**config.mk**
```make
export PLATFORM = sky130hd
export DESIGN_NAME = ipi_dest_mask
export DESIGN_NICKNAME = d
export VERILOG_FILES = /design/src/rtl/ipi_dest_pkg.sv /design/src/rtl/ipi_addr_match.sv /design/src/rtl/ipi_scope_sel.sv /design/src/rtl/ipi_lowest_pick.sv /design/src/rtl/ipi_dest_mask.sv
export SDC_FILE = /design/constraint.sdc
export NUM_CORES = 1
export LEC_CHECK = 0
export BUFFER_PORTS_ARGS = -buffer_cell sky130_fd_sc_hd__buf_2
export CAP_MARGIN = 15
export CORE_AREA = 2 2 184 186
export CTS_CLUSTER_SIZE = 16
export DETAILED_ROUTE_END_ITERATION = 8
export DIE_AREA = 0 0 186 188
export HOLD_SLACK_MARGIN = 0.08
export PLACE_DENSITY_LB_ADDON = 0.2
export RECOVER_POWER = 50
export SETUP_SLACK_MARGIN = 0.4
export SYNTH_ARGS = -nofsm -noshare
export SYNTH_HDL_FRONTEND = slang
export SYNTH_HIERARCHICAL = 1
export SYNTH_SLANG_ARGS = --single-unit
```
**constraint.sdc**
```tcl
create_clock -name clk -period 0.8 [get_ports clk]
set_input_delay 0.04 -clock clk [delete_from_list [all_inputs] [get_ports clk]]
set_output_delay 0.04 -clock clk [all_outputs]
set_load 0.01 [all_outputs]
```
**src/rtl/ipi_dest_pkg.sv**
```systemverilog
package ipi_dest_pkg;

    typedef enum logic [1:0] {
        SH_FIELD  = 2'd0,
        SH_SELF   = 2'd1,
        SH_ALL    = 2'd2,
        SH_OTHERS = 2'd3
    } shorthand_e;

    typedef enum logic {
        ST_IDLE = 1'b0,
        ST_DONE = 1'b1
    } ctl_state_e;

    localparam logic [3:0] MODEL_FLAT    = 4'hF;
    localparam logic [3:0] MODEL_CLUSTER = 4'h0;
    localparam logic [2:0] DM_LOWEST     = 3'd1;
    localparam logic [2:0] DM_INIT       = 3'd5;
    localparam logic [7:0] PHYS_BCAST    = 8'hFF;

endpackage

```
**src/rtl/ipi_addr_match.sv**
```systemverilog
module ipi_addr_match
    import ipi_dest_pkg::*;
#(
    parameter int NTGT = 32
) (
    input  logic [7:0]        dest,
    input  logic              logical,
    input  logic [NTGT-1:0]   present,
    input  logic [NTGT*8-1:0] ldest,
    input  logic [NTGT*4-1:0] model,
    output logic [NTGT-1:0]   match
);

    genvar i;
    generate
        for (i = 0; i < NTGT; i++) begin : g_tgt
            logic [7:0] ld;
            logic [3:0] md;
            logic       flat_hit;
            logic       clus_hit;
            logic       phys_hit;

            assign ld = ldest[i*8 +: 8];
            assign md = model[i*4 +: 4];

            assign flat_hit = (md == MODEL_FLAT) && ((dest & ld) != 8'h00);
            assign clus_hit = (md == MODEL_CLUSTER) &&
                              (dest[7:4] == ld[7:4]) &&
                              ((dest[3:0] & ld[3:0]) != 4'h0);
            assign phys_hit = (dest == PHYS_BCAST) || (dest == 8'(i));

            assign match[i] = present[i] &
                              (logical ? (flat_hit | clus_hit) : phys_hit);
        end
    endgenerate

endmodule

```
**src/rtl/ipi_scope_sel.sv**
```systemverilog
module ipi_scope_sel
    import ipi_dest_pkg::*;
#(
    parameter int NTGT = 32
) (
    input  logic            clk,
    input  logic            rst_n,
    input  shorthand_e      shorthand,
    input  logic [7:0]      self_id,
    input  logic [NTGT-1:0] match,
    input  logic [NTGT-1:0] present,
    output logic [NTGT-1:0] scoped
);

    logic [NTGT-1:0] self_onehot;

    genvar i;
    generate
        for (i = 0; i < NTGT; i++) begin : g_self
            assign self_onehot[i] = (self_id == 8'(i));
        end
    endgenerate

    always_comb begin
        unique case (shorthand)
            SH_FIELD:  scoped = match;
            SH_SELF:   scoped = present & self_onehot;
            SH_ALL:    scoped = present;
            SH_OTHERS: scoped = present & ~self_onehot;
            default:   scoped = '0;
        endcase
    end

    // absent targets are never in the scoped set
    a_r8_absent_never: assert property (@(posedge clk) disable iff (!rst_n)
        (scoped & ~present) == '0);

    // the sender is excluded under the all-but-self shorthand
    a_r3_excl_self: assert property (@(posedge clk) disable iff (!rst_n)
        (shorthand == SH_OTHERS) |-> ((scoped & self_onehot) == '0));

    // the self shorthand selects at most one target
    a_r1_self_single: assert property (@(posedge clk) disable iff (!rst_n)
        (shorthand == SH_SELF) |-> $onehot0(scoped));

endmodule

```
**src/rtl/ipi_lowest_pick.sv**
```systemverilog
module ipi_lowest_pick #(
    parameter int NTGT = 32
) (
    input  logic            clk,
    input  logic            rst_n,
    input  logic            enable,
    input  logic [NTGT-1:0] in_mask,
    output logic [NTGT-1:0] out_mask
);

    logic [NTGT:0]   seen;
    logic [NTGT-1:0] first;

    assign seen[0] = 1'b0;

    genvar i;
    generate
        for (i = 0; i < NTGT; i++) begin : g_chain
            assign first[i]  = in_mask[i] & ~seen[i];
            assign seen[i+1] = seen[i] | in_mask[i];
        end
    endgenerate

    assign out_mask = enable ? first : in_mask;

    // the reduced mask is a single bit taken from the input set
    a_r9_single_bit: assert property (@(posedge clk) disable iff (!rst_n)
        enable |-> ($onehot0(out_mask) && ((out_mask & ~in_mask) == '0)));

    // reduction keeps a bit whenever the input had one
    a_r9_keeps_one: assert property (@(posedge clk) disable iff (!rst_n)
        enable && (in_mask != '0) |-> (out_mask != '0));

endmodule

```
**src/rtl/ipi_dest_mask.sv**
```systemverilog
module ipi_dest_mask
    import ipi_dest_pkg::*;
#(
    parameter int NTGT = 32
) (
    input  logic              clk,
    input  logic              rst_n,
    input  logic              req_i,
    input  logic [7:0]        dest_i,
    input  logic              dest_logical_i,
    input  logic [1:0]        shorthand_i,
    input  logic [7:0]        self_id_i,
    input  logic [2:0]        dmode_i,
    input  logic              level_i,
    input  logic              trig_i,
    input  logic [NTGT-1:0]   tgt_present_i,
    input  logic [NTGT*8-1:0] tgt_ldest_i,
    input  logic [NTGT*4-1:0] tgt_model_i,
    output logic              valid_o,
    output logic [NTGT-1:0]   mask_o,
    output logic              none_o,
    output logic              sync_o
);

    localparam int MAX_TGT = 256;

    initial begin
        if (NTGT < 1 || NTGT > MAX_TGT)
            $error("NTGT out of range");
    end

    ctl_state_e      state_q, state_d;
    logic [NTGT-1:0] match_c;
    logic [NTGT-1:0] scoped_c;
    logic [NTGT-1:0] final_c;
    logic            lowest_c;
    logic            deassert_c;
    logic            lowest_q;
    logic [NTGT-1:0] mask_q;
    logic            none_q;
    logic            sync_q;

    assign lowest_c   = (dmode_i == DM_LOWEST);
    assign deassert_c = (dmode_i == DM_INIT) && !level_i && trig_i;

    ipi_addr_match #(.NTGT(NTGT)) u_match (
        .dest    (dest_i),
        .logical (dest_logical_i),
        .present (tgt_present_i),
        .ldest   (tgt_ldest_i),
        .model   (tgt_model_i),
        .match   (match_c)
    );

    ipi_scope_sel #(.NTGT(NTGT)) u_scope (
        .clk       (clk),
        .rst_n     (rst_n),
        .shorthand (shorthand_e'(shorthand_i)),
        .self_id   (self_id_i),
        .match     (match_c),
        .present   (tgt_present_i),
        .scoped    (scoped_c)
    );

    ipi_lowest_pick #(.NTGT(NTGT)) u_pick (
        .clk      (clk),
        .rst_n    (rst_n),
        .enable   (lowest_c),
        .in_mask  (scoped_c),
        .out_mask (final_c)
    );

    // next-state logic
    always_comb begin
        state_d = state_q;
        unique case (state_q)
            ST_IDLE: if (req_i) state_d = ST_DONE;   // T_ACCEPT
            ST_DONE: if (!req_i) state_d = ST_IDLE;  // T_RETIRE, else T_CHAIN
            default: state_d = ST_IDLE;
        endcase
    end

    // state register
    always_ff @(posedge clk or negedge rst_n) begin
        if (!rst_n) state_q <= ST_IDLE;
        else        state_q <= state_d;
    end

    // result registers
    always_ff @(posedge clk or negedge rst_n) begin
        if (!rst_n) begin
            mask_q   <= '0;
            none_q   <= 1'b0;
            sync_q   <= 1'b0;
            lowest_q <= 1'b0;
        end else if (req_i) begin
            mask_q   <= final_c;
            none_q   <= (final_c == '0);
            sync_q   <= deassert_c;
            lowest_q <= lowest_c;
        end
    end

    assign valid_o = (state_q == ST_DONE);
    assign mask_o  = mask_q;
    assign none_o  = none_q;
    assign sync_o  = sync_q;

    // a request is answered in the next cycle
    a_r12_answer: assert property (@(posedge clk) disable iff (!rst_n)
        req_i |=> valid_o);

    // the result holds while no request arrives
    a_r12_hold: assert property (@(posedge clk) disable iff (!rst_n)
        !req_i |=> (!valid_o && $stable(mask_o) && $stable(none_o) && $stable(sync_o)));

    // empty flag agrees with the presented mask
    a_r11_none_flag: assert property (@(posedge clk) disable iff (!rst_n)
        valid_o |-> (none_o == (mask_o == '0)));

    // a lowest-priority result carries at most one target
    a_r9_out_onehot: assert property (@(posedge clk) disable iff (!rst_n)
        (valid_o && lowest_q) |-> $onehot0(mask_o));

endmodule

```
# [Word level (Yosys, flattened, before mapping)]
# Index checks and enable logic that the tools add are counted.
[totals] input_bits=443 mem_bits_rw=0 reg_bits=35 output_inout_bits=35 memories=0 latchBits=0 rom_bits=0
[op_classes] order_cmp=0 n_shift=0 n_mul=0 bitwise=223 reduce_logical=231 mux=35 div_mod_pow=0 eq_ne=132 add_sub_neg=0
[op_table] cell="8-bit AND" count=32
[op_table] cell="8-bit by 5-bit equality test with 1-bit output, second input constant" count=32
[op_table] cell="8-bit nonzero test" count=32
[op_table] cell="4-bit AND" count=32
[op_table] cell="4-bit equality test" count=32
[op_table] cell="4-bit equality test, second input constant" count=32
[op_table] cell="8-bit by 4-bit equality test with 1-bit output, second input constant" count=16
[op_table] cell="4-bit zero test" count=32
[op_table] cell="32-bit one-hot mux with 4 select lines" count=1
[op_table] cell="4-bit nonzero test" count=32
[op_table] cell="1-bit logical AND" count=98
[op_table] cell="32-bit AND" count=2
[op_table] cell="8-bit by 3-bit equality test with 1-bit output, second input constant" count=8
[op_table] cell="1-bit AND" count=63
[op_table] cell="1-bit OR" count=62
[op_table] cell="1-bit 2-to-1 mux" count=33
[op_table] cell="8-bit by 2-bit equality test with 1-bit output, second input constant" count=4
[op_table] cell="32-bit zero test" count=1
[op_table] cell="1-bit logical OR" count=32
[op_table] cell="32-bit 2-to-1 mux" count=1
[op_table] cell="32-bit inverter" count=1
[op_table] cell="1-bit inverter" count=31
[op_table] cell="8-bit by 1-bit equality test with 1-bit output, second input constant" count=2
[op_table] cell="8-bit zero test" count=2
[op_table] cell="7 further kinds" count=8

# [Logic depth before layout (Yosys ltp)]
[logic_depth] depth_word=41 ltp_mapped=17 ltp_nobuf=14

# [Hierarchy]
# The synthesis kept the hierarchy.
[modules_own_cells] mod="ipi_addr_match" area_each_um2=4324.1 cells_each=548 instances=1
[modules_own_cells] mod="ipi_scope_sel" area_each_um2=1438.9 cells_each=216 instances=1
[modules_own_cells] mod="ipi_dest_mask" area_each_um2=1381.3 cells_each=89 instances=1
[modules_own_cells] mod="ipi_lowest_pick" area_each_um2=550.5 cells_each=81 instances=1

# [Least setup slack after synthesis]
# Ideal clock, no wire load.
[synth_timing] kind="in2reg" from="in dest_i[5]" to="reg none_q, in the netlist none_o" required_ps=678 n_path_buf=0 t_arrival_ps=2697 path_stages=14 path_slack_ps=-2020 path_cell_list="ha_1 -> or4_1 -> a211oi_1 -> o21ai_1 -> and3_1 -> a32oi_1 -> nand3_1 -> nor4_1 -> nor4b_1 -> nand3_2 -> o2bb2ai_1 -> nor4b_2 -> nand4_1 -> o31ai_2"
[synth_rtl] item="start: declaration" line_no="ipi_dest_mask.sv:9" text="input logic [7:0] dest_i,"
[synth_rtl] item="8-bit AND or 4-bit equality test (tied branches)" line_no="ipi_addr_match.sv:26, ipi_addr_match.sv:28"
[synth_rtl] item="8-bit nonzero test or 1-bit logical AND (tied branches)" line_no="ipi_addr_match.sv:26, ipi_addr_match.sv:27"
[synth_rtl] item="1-bit logical AND, on equally long branches" line_no="ipi_addr_match.sv:26, ipi_addr_match.sv:28"
[synth_rtl] item="1-bit OR" line_no="ipi_addr_match.sv:33" text="(logical ? (flat_hit | clus_hit) : phys_hit);"
[synth_rtl] item="1-bit 2-to-1 mux *" line_no="ipi_addr_match.sv:33"
[synth_rtl] item="1-bit AND *" line_no="ipi_addr_match.sv:32" text="assign match[i] = present[i] &"
[synth_rtl] item="via match_c[24]" line_no="ipi_dest_mask.sv:33" text="logic [NTGT-1:0] match_c;"
[synth_rtl] item="32-bit one-hot mux with 4 select lines *" line_no="ipi_scope_sel.sv:25" text="unique case (shorthand)"
[synth_rtl] item="via scoped_c[24]" line_no="ipi_dest_mask.sv:34" text="logic [NTGT-1:0] scoped_c;"
[synth_rtl] item="1-bit OR * (6 in series)" line_no="ipi_lowest_pick.sv:20" text="assign seen[i+1] = seen[i] | in_mask[i];"
[synth_rtl] item="1-bit inverter *" line_no="ipi_lowest_pick.sv:19" text="assign first[i] = in_mask[i] & ~seen[i];"
[synth_rtl] item="1-bit AND *" line_no="ipi_lowest_pick.sv:19"
[synth_rtl] item="32-bit 2-to-1 mux *" line_no="ipi_lowest_pick.sv:24" text="assign out_mask = enable ? first : in_mask;"
[synth_rtl] item="via final_c[30]" line_no="ipi_dest_mask.sv:35" text="logic [NTGT-1:0] final_c;"
[synth_rtl] item="32-bit zero test *" line_no="ipi_dest_mask.sv:98" text="none_q <= (final_c == '0);"
[synth_rtl] item="end signal: assignment" line_no="ipi_dest_mask.sv:98"
[synth_rtl] item="end: declaration" line_no="ipi_dest_mask.sv:40" text="logic none_q;"
# Mark *: on every way through the listed nets, which the timed path passes. The rest lies on a longest branch.
# A chain may end at the register's enable or synchronous reset.

# [Worst setup path after layout]
[layout_timing] from="in dest_i[5]" to="reg none_q, in the netlist none_o"
[layout_rtl] item="8-bit AND or 4-bit equality test (tied branches)" line_no="ipi_addr_match.sv:26, ipi_addr_match.sv:28"
[layout_rtl] item="8-bit nonzero test or 1-bit logical AND (tied branches)" line_no="ipi_addr_match.sv:26, ipi_addr_match.sv:27"
[layout_rtl] item="1-bit logical AND, on equally long branches" line_no="ipi_addr_match.sv:26, ipi_addr_match.sv:28"
[layout_rtl] item="1-bit OR" line_no="ipi_addr_match.sv:33"
[layout_rtl] item="1-bit 2-to-1 mux *" line_no="ipi_addr_match.sv:33"
[layout_rtl] item="1-bit AND *" line_no="ipi_addr_match.sv:32"
[layout_rtl] item="via match_c[11]" line_no="ipi_dest_mask.sv:33"
[layout_rtl] item="32-bit one-hot mux with 4 select lines *" line_no="ipi_scope_sel.sv:25"
[layout_rtl] item="via scoped_c[11]" line_no="ipi_dest_mask.sv:34"
[layout_rtl] item="1-bit OR * (12 in series)" line_no="ipi_lowest_pick.sv:20"
[layout_rtl] item="1-bit inverter *" line_no="ipi_lowest_pick.sv:19"
[layout_rtl] item="1-bit AND *" line_no="ipi_lowest_pick.sv:19"
[layout_rtl] item="32-bit 2-to-1 mux *" line_no="ipi_lowest_pick.sv:24"
[layout_rtl] item="via final_c[23]" line_no="ipi_dest_mask.sv:35"
[layout_rtl] item="32-bit zero test *" line_no="ipi_dest_mask.sv:98"
# Marks and branches as above.

==> results.cfg <==
[outcome]
status = complete, but fails checks
violations = hold timing, setup timing

[power]
power.leakage_nw = 6.79
p_sw_share_pct = 36.1
p_seq_share_pct = 18.4
cell_internal_pwr_mw = 7.52
p_total_mw = 11.8
p_per_area_mw_per_mm2 = 811
power_frac_comb_pct = 64.5
p_switching_mw = 4.25
irDropWorstVdd_mv = 1.11
clkPwrFrac_pct = 17.1

[timing]
setup_ws_ps = -2260
slew_headroom_pct = 42.8
hold_viol_final = 36
hold_ws_ps = -56.2
fin_crit_sh_pct = 383
rsz0062_at_grt = true
setup_viol = 67
fmaxAchievable_mhz = 326
final_max_slew_viol_count = 0
period_needed_ps = 3060
tightest_slew_ps = 859
finalClockSkew_ps = 0

[finish]
final_area_sq_mm = 0.0145
final_core_util_pct = 43.9
layout_commonest_cell = buf_2
fin_cells = 2115
nets = 2225
drive_above_1_share_pct = 58.9
synthToLayoutAreaGrowth_pct = 88.7
layout_common_cells = 455 x buf_2, 223 x buf_4, 111 x ha_1
multi_input_area_sq_mm = 0.00752
nFillCells = 3322
seqCellArea_sq_um = 876

[setup_path]
max_stage_delay_ps = 450
startpoint_type = input port
cpMaxStageDelayCell = or4_1
cp-end-kind = flop
path_delay_family = simple AND/OR/NAND/NOR gates
rr_endpoint = mask_o[27]
regToRegSetupSlack_ps = -90
worst_path_most_repeated_cell = buf_12
cp_data_required_time_ps = 990
cp_max_fo = 6
worstPathArrival_ps = 3260
path_buf_inv = 3
path_cells = buf_12 > buf_12 > ha_1 > or4_1 > o21ai_0 > nand2_1 > a21oi_2 > a32oi_1 > o211ai_1 > nor4_2 > and4_4 > buf_6 > nand3b_4 > a21boi_4 > nor4_4 > nand4_1 > o31ai_2
r2r_cells = 2
crit_type = in2reg
r2r_start = mask_o[27]

[global_route]
grt_pass1_vias = 11275
grt_start_max_net_pins = 36
grt_overflow = 0
antenna_found_initial = 13
grt_usage_pct = 24.3
grt_pass1_wl_microns = 64700

[worst_hold_path]
hold-path-cell-count = 1
hold_class = in2reg
holdPathEnd = valid_o
min_from = req_i

[logic_synthesis]
synth_top_family_by_area = simple AND/OR/NAND/NOR gates
synth-simple-area-share_pct = 32.0
synthCells = 934
yosysSeqAreaShare_pct = 11.4
synth-xor-area-share_pct = 0
yosys.area.top_type = ha_1
synthAdderAreaFrac_pct = 20.8
ys_types = 65
yosysWarningCount = 6
synth_fp_nets = 1505
synth_area_sq_mm = 0.00769
synthDominantCellAreaShare_pct = 20.8
async_flop_share_pct = 100
synth.avg_cell_area_sq_um = 8.24
synth_compound_area_share_pct = 26.6
synthMuxAreaShare_pct = 4.68
synth_area_leaders = ha_1 21%, dfrtp_1 11%, or4_1 5.6%
synthFlopType = dfrtp_1
synth_edf_count = 0
ys_ff_latch = 35

[detailed_routing]
wl_microns = 45100
dr.pass1.iters = 5
routedWlPerCell_microns = 21.3
drtIter0Drc = 627
postRouteAntennaNets = 0
route.detailed.drc = 0
vias_per_cell = 5.28
vias = 11170

[clocking]
cts_buffers = 5
cts_buffer_depth = 2
htree_num_levels = 2
cts.sinks = 35
cts-root-buf = clkbuf_16
clkSlewWorstSetupHoldPaths_ps = 50
clock_latency_ps = 280
cts_tree = done

[place]
io_buffers = 477
dp.cells = 2017
place_area_sq_mm = 0.0122
dpl.hpwl_microns = 37200
gp_congestion = 0.969

[floorplanning]
boundaryPins = 478
die_x_microns = 186
initial_utilization_pct = 23.2
fp-row-count = 67
dieArea_sq_mm = 0.0350
core_area_sq_mm = 0.0331
die_h_microns = 188

[run]
cap_violations = 0
[cell usage after synthesis (5+ instances only)]
| master | instances |
|---|---|
| o2bb2ai_1 | 9 |
| clkbuf_1 | 28 |
| buf_2 | 17 |
| and3_1 | 14 |
| buf_1 | 5 |
| nor2b_1 | 24 |
| a21oi_2 | 7 |
| a211oi_1 | 14 |
| buf_6 | 5 |
| a21oi_1 | 27 |
| o21ai_1 | 24 |
| a22oi_1 | 38 |
| nand3_1 | 27 |
| a22o_1 | 25 |
| a21boi_0 | 6 |
| ha_1 | 128 |
| nor4b_1 | 8 |
| nand3b_1 | 6 |
| nand4_1 | 37 |
| o211ai_1 | 43 |
| a2bb2oi_1 | 16 |
| mux2_2 | 32 |
| o21ai_0 | 42 |
| and4_1 | 17 |
| and2_1 | 7 |
| nor3_1 | 16 |
| a32oi_1 | 16 |
| dfrtp_1 | 35 |
| nor3_2 | 9 |
| or4_1 | 57 |
| nand2b_1 | 19 |
| nand2_1 | 50 |
| nor4_1 | 59 |
| nor2_1 | 11 |
[state kept, by name, indices dropped and copies added, names as in the netlist]
signal,flops
none_o,1
valid_o,1
sync_o,1
mask_o,32
[layout make-up]
type / instances / share of cell area [%]
multi-input cells: 834 / 51.8
repair buffers: 775 / 36.9
flip-flops and latches: 35 / 6.03
well taps: 448 / 3.86
clock buffers: 8 / 1.08
diodes: 12 / 0.207
inverters: 3 / 0.0776
[power groups by stage]
stage	Sequential [mW]	Clock, mW	Combinational [mW]
6_report	2.16	2.01	7.60
5_1_grt	2.19	2.14	8.21
4_1_cts	2.14	2.07	7.05
3_5_place_dp	2.16	0	5.98
2_1_floorplan	2.25	0	2.37
3_3_place_gp	2.16	0	5.91
[cells by family (layout without fill, tap and decap cells)]
family | Yosys count | count (layout)
compound gates | 289 | 289
buf+inv | 65 | 786
other cells | 0 | 12
flops | 35 | 35
simple gates | 385 | 385
mux | 32 | 32
fa+ha+maj | 128 | 128
[per-stage QoR]
stage                     worst slack, ps  hold slack (ps)  setup TNS (ps)
after floorplan                     -1860             -256          -50380
after global placement              -2920             14.2          -81580
after detailed placement            -2990             17.8          -83280
after CTS                           -2190             -276          -63090
after global routing                -2420            -56.0          -69400
final                               -2260            -56.2          -64990
[what timing repair did]
action,4_1_cts,5_1_grt
endpoints found under the setup margin,69,69
gates resized for setup,203,97
hold endpoints to repair,37,36
pin swaps,75,62
gates cloned,4,1
setup buffers,55,18
[metal layers]
metal / vias up / routed length (microns) / track usage (%) / part of all wire (%)
met4: 2 / 1650 / 8.54 / 3.6
met3: 80 / 2330 / 2.43 / 5.2
li1: 5311 / - / - / -
met1: 5360 / 18200 / 29.7 / 40
met2: 417 / 22900 / 43.9 / 51
met5: - / 13 / 0 / 0.029
[worst max path at each step]
| stage | start | to | slack (ps) | cells after the start |
|---|---|---|---|---|
| after floorplan | dest_i[5] | none_o | -1860 | 15 |
| after global placement | dest_i[4] | none_o | -2920 | 16 |
| after detailed placement | dest_i[4] | none_o | -2990 | 16 |
| after CTS | dest_i[5] | none_o | -2190 | 18 |
| after global routing | dest_i[5] | none_o | -2420 | 18 |
| final | dest_i[5] | none_o | -2260 | 17 |
(Power assumes the default switching activity.)
